### config.mk
export PLATFORM = sky130hd
export DESIGN_NAME = scalarBranchUnit
export DESIGN_NICKNAME = d
export VERILOG_FILES = /design/src/rtl/brPkg.sv /design/src/rtl/brControl.sv /design/src/rtl/brDatapath.sv /design/src/rtl/scalarBranchUnit.sv
export SDC_FILE = /design/constraint.sdc
export NUM_CORES = 1
export LEC_CHECK = 0
export ABC_CLOCK_PERIOD_IN_PS = 4700
export BUFFER_PORTS_ARGS = -buffer_cell sky130_fd_sc_hd__buf_4
export CAP_MARGIN = 30
export CORE_ASPECT_RATIO = 1.1
export CORE_UTILIZATION = 40
export CTS_BUF_LIST = sky130_fd_sc_hd__clkbuf_2 sky130_fd_sc_hd__clkbuf_4 sky130_fd_sc_hd__clkbuf_8
export DETAILED_ROUTE_END_ITERATION = 10
export PLACE_DENSITY = 0.66
export SKIP_CTS_REPAIR_TIMING = 1
export SYNTH_ARGS = -nofsm -noshare
export SYNTH_HDL_FRONTEND = slang
export SYNTH_SLANG_ARGS = --single-unit
### constraint.sdc
create_clock -name clk -period 4.7 [get_ports clk]
set_input_delay 0.47 -clock clk [delete_from_list [all_inputs] [get_ports clk]]
set_output_delay 0.47 -clock clk [all_outputs]
set_load 0.005 [all_outputs]
### src/rtl/brPkg.sv
package brPkg;

  localparam int SEL_W = 3;

  typedef enum logic [SEL_W-1:0] {
    BR_ALWAYS     = 3'd0,
    BR_FLAG_CLR   = 3'd1,
    BR_FLAG_SET   = 3'd2,
    BR_VMASK_ZERO = 3'd3,
    BR_VMASK_ANY  = 3'd4,
    BR_LANES_NONE = 3'd5,
    BR_LANES_ANY  = 3'd6,
    BR_RESERVED   = 3'd7
  } brKind_e;

  // strobes passed from control to datapath
  typedef struct packed {
    logic capture;  // latch a new result this edge
    logic take;     // select the branch target
  } brStrobe_t;

endpackage

### src/rtl/brControl.sv
module brControl
  import brPkg::*;
#(
  parameter int MASK_W = 64
) (
  input  logic              inValid,
  input  logic [SEL_W-1:0]  brType,
  input  logic              sccBit,
  input  logic [MASK_W-1:0] vccMask,
  input  logic [MASK_W-1:0] execMask,
  output brStrobe_t         strobe
);

  brKind_e kind;
  logic    vmaskAny;
  logic    lanesAny;
  logic    cond;

  always_comb begin
    kind     = brKind_e'(brType);
    vmaskAny = |vccMask;
    lanesAny = |execMask;
    case (kind)
      BR_ALWAYS:     cond = 1'b1;
      BR_FLAG_CLR:   cond = ~sccBit;
      BR_FLAG_SET:   cond = sccBit;
      BR_VMASK_ZERO: cond = ~vmaskAny;
      BR_VMASK_ANY:  cond = vmaskAny;
      BR_LANES_NONE: cond = ~lanesAny;
      BR_LANES_ANY:  cond = lanesAny;
      BR_RESERVED:   cond = 1'b0;
      default:       cond = 1'b0;
    endcase
    strobe.capture = inValid;
    strobe.take    = inValid & cond;
  end

endmodule

### src/rtl/brDatapath.sv
module brDatapath
  import brPkg::*;
#(
  parameter int PC_W  = 64,
  parameter int IMM_W = 16,
  parameter int SHIFT = 2
) (
  input  logic             clk,
  input  logic             rst,
  input  brStrobe_t        strobe,
  input  logic [PC_W-1:0]  curPc,
  input  logic [IMM_W-1:0] imm,
  output logic [PC_W-1:0]  nextPc,
  output logic             taken,
  output logic             outValid
);

  localparam int DISP_W     = IMM_W + SHIFT;
  localparam int EXT_W      = PC_W - DISP_W;
  localparam int WORD_BYTES = 1 << SHIFT;

  logic [DISP_W-1:0] scaled;
  logic [PC_W-1:0]   disp;
  logic [PC_W-1:0]   seqPc;
  logic [PC_W-1:0]   chosenPc;

  always_comb begin
    scaled   = {imm, {SHIFT{1'b0}}};
    disp     = {{EXT_W{scaled[DISP_W-1]}}, scaled};
    seqPc    = curPc + PC_W'(WORD_BYTES);
    chosenPc = strobe.take ? (seqPc + disp) : seqPc;
  end

  always_ff @(posedge clk) begin
    if (rst) begin
      outValid <= 1'b0;
      taken    <= 1'b0;
      nextPc   <= '0;
    end else begin
      outValid <= strobe.capture;
      if (strobe.capture) begin
        taken  <= strobe.take;
        nextPc <= chosenPc;
      end
    end
  end

endmodule

### src/rtl/scalarBranchUnit.sv
module scalarBranchUnit
  import brPkg::*;
#(
  parameter int PC_W   = 64,
  parameter int IMM_W  = 16,
  parameter int SHIFT  = 2,
  parameter int MASK_W = 64
) (
  input  logic              clk,
  input  logic              rst,
  input  logic              inValid,
  input  logic [SEL_W-1:0]  brType,
  input  logic [PC_W-1:0]   curPc,
  input  logic [IMM_W-1:0]  imm,
  input  logic              sccBit,
  input  logic [MASK_W-1:0] vccMask,
  input  logic [MASK_W-1:0] execMask,
  output logic [PC_W-1:0]   nextPc,
  output logic              taken,
  output logic              outValid
);

  brStrobe_t strobe;

  brControl #(.MASK_W(MASK_W)) uCtrl (
    .inValid (inValid),
    .brType  (brType),
    .sccBit  (sccBit),
    .vccMask (vccMask),
    .execMask(execMask),
    .strobe  (strobe)
  );

  brDatapath #(.PC_W(PC_W), .IMM_W(IMM_W), .SHIFT(SHIFT)) uDp (
    .clk     (clk),
    .rst     (rst),
    .strobe  (strobe),
    .curPc   (curPc),
    .imm     (imm),
    .nextPc  (nextPc),
    .taken   (taken),
    .outValid(outValid)
  );

endmodule

==> impl_results.md <==
- Run status: finished with violations
- Failing checks: design-rule violations
- Yosys Warn Count: 0
- Multiplexer share of the synthesized area: 2.600%
- CTS sink cnt: 66
- PD cells: 214.2 nW/um^2
- EDFF count, synth: 0
- Synth Area in Simple Gates: 26.43%
- Most area-hungry cell type in the Yosys netlist: dfxtp_1
- Antenna Violating Nets Remaining: 0
- Uppermost layer routed: met4
- Cell mode on critical path: buf_4
- TritonCTS clock tree: done
- Synth top area share: 16.15%
- Drt via density: 5.754
- Metal-1 WL: 13.97 mm
- Core area: 19,930 sq um
- Tmin final: 4349 ps
- Routed WL: 31.61 mm
- CTS Root Cell: clkbuf_8
- DRC: 24
- Achievable Freq: 229.9 MHz
- DRT iter0 DRCs: 657
- Slowest cell on crit path: or3_1
- Gpl congestion: 0.9692
- First-pass GRT wire length: 49.49 mm
- Fillers: 1,974
- Worst EP arrival: 4590 ps
- Worst-Skew Late Latency: 370 ps
- Drt first pass iters: 8
- Most common cell in the netlist: nand2_1
- Layout cells sized above 1: 26.51%
- Area of all sequential standard cells: 1321 sq um
- Synthesized flop and latch total: 66
- Inserted Clock Buffers: 9
- Die ar.: 21,030 sq um
- RSZ-0062 raised after global routing: false
- Startpoint Class: input port
- Synth Net Count: 1,411
- Worst hold path type: in2reg
- Leak: 4.891 nW
- PnR Total Power: 2.342 mW
- Hold worst-path end: uDp.nextPc[0]
- Worst endpoint required time: 4940 ps
- Synth top cells by count: nand2_1 (125), nor2_1 (110), a21oi_1 (89), xnor2_1 (78), ha_1 (76)
- Fin crit share: 92.53%
- Unique masters post-synth: 75
- Peak VDD IR: 0.1322 mV
- Compound-cell area share of the yosys netlist: 26.66%
- Synth Area in Adders: 11.87%
- Htree depth: 3
- Metal2 WL: 15.01 mm
- Critical-path maximum fanout: 6
- Final hold vios: 0
- Setup crit end kind: flop
- Final instance area: 10,930 sq um
- Mapped cell area: 8182 sq um
- Met3 Routed Length: 1.923 mm
- Main combinational cell family by area after synthesis: compound AO/OA/AOI/OAI gates
- Area Overhead vs Synth: 33.61%
- HP Start: curPc[0]
- R2R cell count: 2
- Gate count of the mapped netlist: 1,119
- Initial antenna violation count: 0
- Num ports: 281
- Clock tree buffer depth: 2
- RR Endpoint: uDp.nextPc[55]
- Synth top area cells: dfxtp_1 (16%), ha_1 (12%), xnor2_1 (8.3%)
- Setup violations, final: 0
- Vias post-DR: 9,523
- N_diodes: 0
- RR Startpoint: uDp.nextPc[55]
- Detailed-placement wirelength estimate: 25.71 mm
- Multi-input gate area: 6535 sq um
- Avg Cell Area, Syn: 7.312 sq um
- Final Net Count: 1,690
- WL/cell: 19.10 microns
- Worst stage delay on the critical path: 440 ps
- Dpl cell area: 10,710 sq um
- XOR/XNOR share of the synthesized area: 12.19%
- Clk slew on worst S/H paths: 80 ps
- CP cell instances: buf_4 -> and4_1 -> and4_1 -> buf_4 -> nand4_4 -> nor3_2 -> buf_4 -> nand2_1 -> xnor2_1 -> ha_1 -> nand4_1 -> or3_1 -> a211oi_1 -> a211oi_1 -> o21ai_1 -> o21ai_0 -> and3_1 -> a2111oi_0 -> nor3_1
- Vias in the first global route: 9,221
- Slew Viols, Final: 0
- CP Class: in2reg
- Largest net degree at the start of global routing: 88
- Actual slew at the worst max-slew pin: 786.1 ps
- Synth Flop Type: dfxtp_1
- R2R Setup Slk: 3860 ps
- Rel. slew slack: 47.60%
- Starting Density: 41.05%
- Die height: 152.0 microns
- Hold Path Depth: 3
- Ys async rst share: 0%
- Die Wd: 138.4 microns
- MaxCap Viol Count: 0
- PortBufs: 280
- Core Rows: 54
- Global Route Usage Sum: 29.79%
- Clock skew: 0 ps
- GRT overflow: 0
- Sequential area share after synthesis: 16.15%
[final cells by class]
cell class | instances | area share (%)
Multi-Input combinational cell | 970 | 59.78
Timing Repair Buffer | 323 | 22.30
Sequential cell | 66 | 12.09
Tap cell | 252 | 2.884
Clock buffer | 11 | 1.270
Inverter | 28 | 0.9614
Clock inverter | 5 | 0.7211
[placed cells by master (no fill, tap or decap), types with 16 or more instances in the layout]
cell type,n
nand3_1,42
buf_4,322
a21oi_1,89
o21ai_0,56
a21o_1,30
nand2_1,125
mux2i_1,19
xor2_1,34
inv_1,27
o21bai_1,16
dfxtp_1,66
xnor2_1,78
a211oi_1,47
nor4_1,41
and3_1,20
nand4_1,33
ha_1,76
nor2_1,110
[metrics by stage]
stage               util [%]  hold slack [ps]  TNS, ps  instances  worst slack, ps
floorplan                  -            457.5        0       1119            554.8
global placement       53.75            450.3        0       1639            65.21
detailed placement     53.75            458.3   -11.47       1639           -11.47
CTS                    54.85            317.2        0       1655            386.5
global route           54.85            334.7        0       1655            47.36
finish                 54.85            329.8        0       1655            351.1
[worst max-delay path by stage]
stage,start,to,cells past startpoint,slack (ps)
floorplan,curPc[5],uDp.nextPc[62],20,550
global placement,curPc[4],uDp.nextPc[62],19,70
detailed placement,curPc[4],uDp.nextPc[62],19,-10
CTS,curPc[4],uDp.nextPc[62],19,390
global route,curPc[4],uDp.nextPc[52],20,50
finish,curPc[4],uDp.nextPc[62],19,350
[logic make-up after synthesis]
| logic type | count (synthesis) |
|---|---|
| compound gates | 324 |
| flops | 66 |
| fa+ha+maj | 77 |
| mux | 21 |
| xor+xnor | 113 |
| simple gates | 435 |
| buf+inv | 83 |
[power breakdown]
group	internal [mW]	switching [mW]	total (mW)
sequential	0.613	0.0297	0.642
combinational	0.523	0.605	1.13
clock	0.310	0.261	0.571
total	1.45	0.896	2.34
[per-layer routing]
layer	vias to the layer above	GRT usage, %
li1	4703	-
met1	4410	38.65
met2	357	50.74
met3	53	4.349
met4	0	9.149
met5	-	0
[critical path: cells and delay by family]
kind / cells / cell delay, ps
adders and majority gates: 1 / 380
buffers and inverters: 3 / 460
and+or+nand+nor: 9 / 2100
AOI/OAI and AO/OA: 5 / 980
xor gates and xnor gates: 1 / 190
[registers in the layout (all words and copies together) (netlist names)]
signal        count
uDp.taken         1
uDp.nextPc       64
uDp.outValid      1
Note: power is estimated with default switching activity, not from simulation.
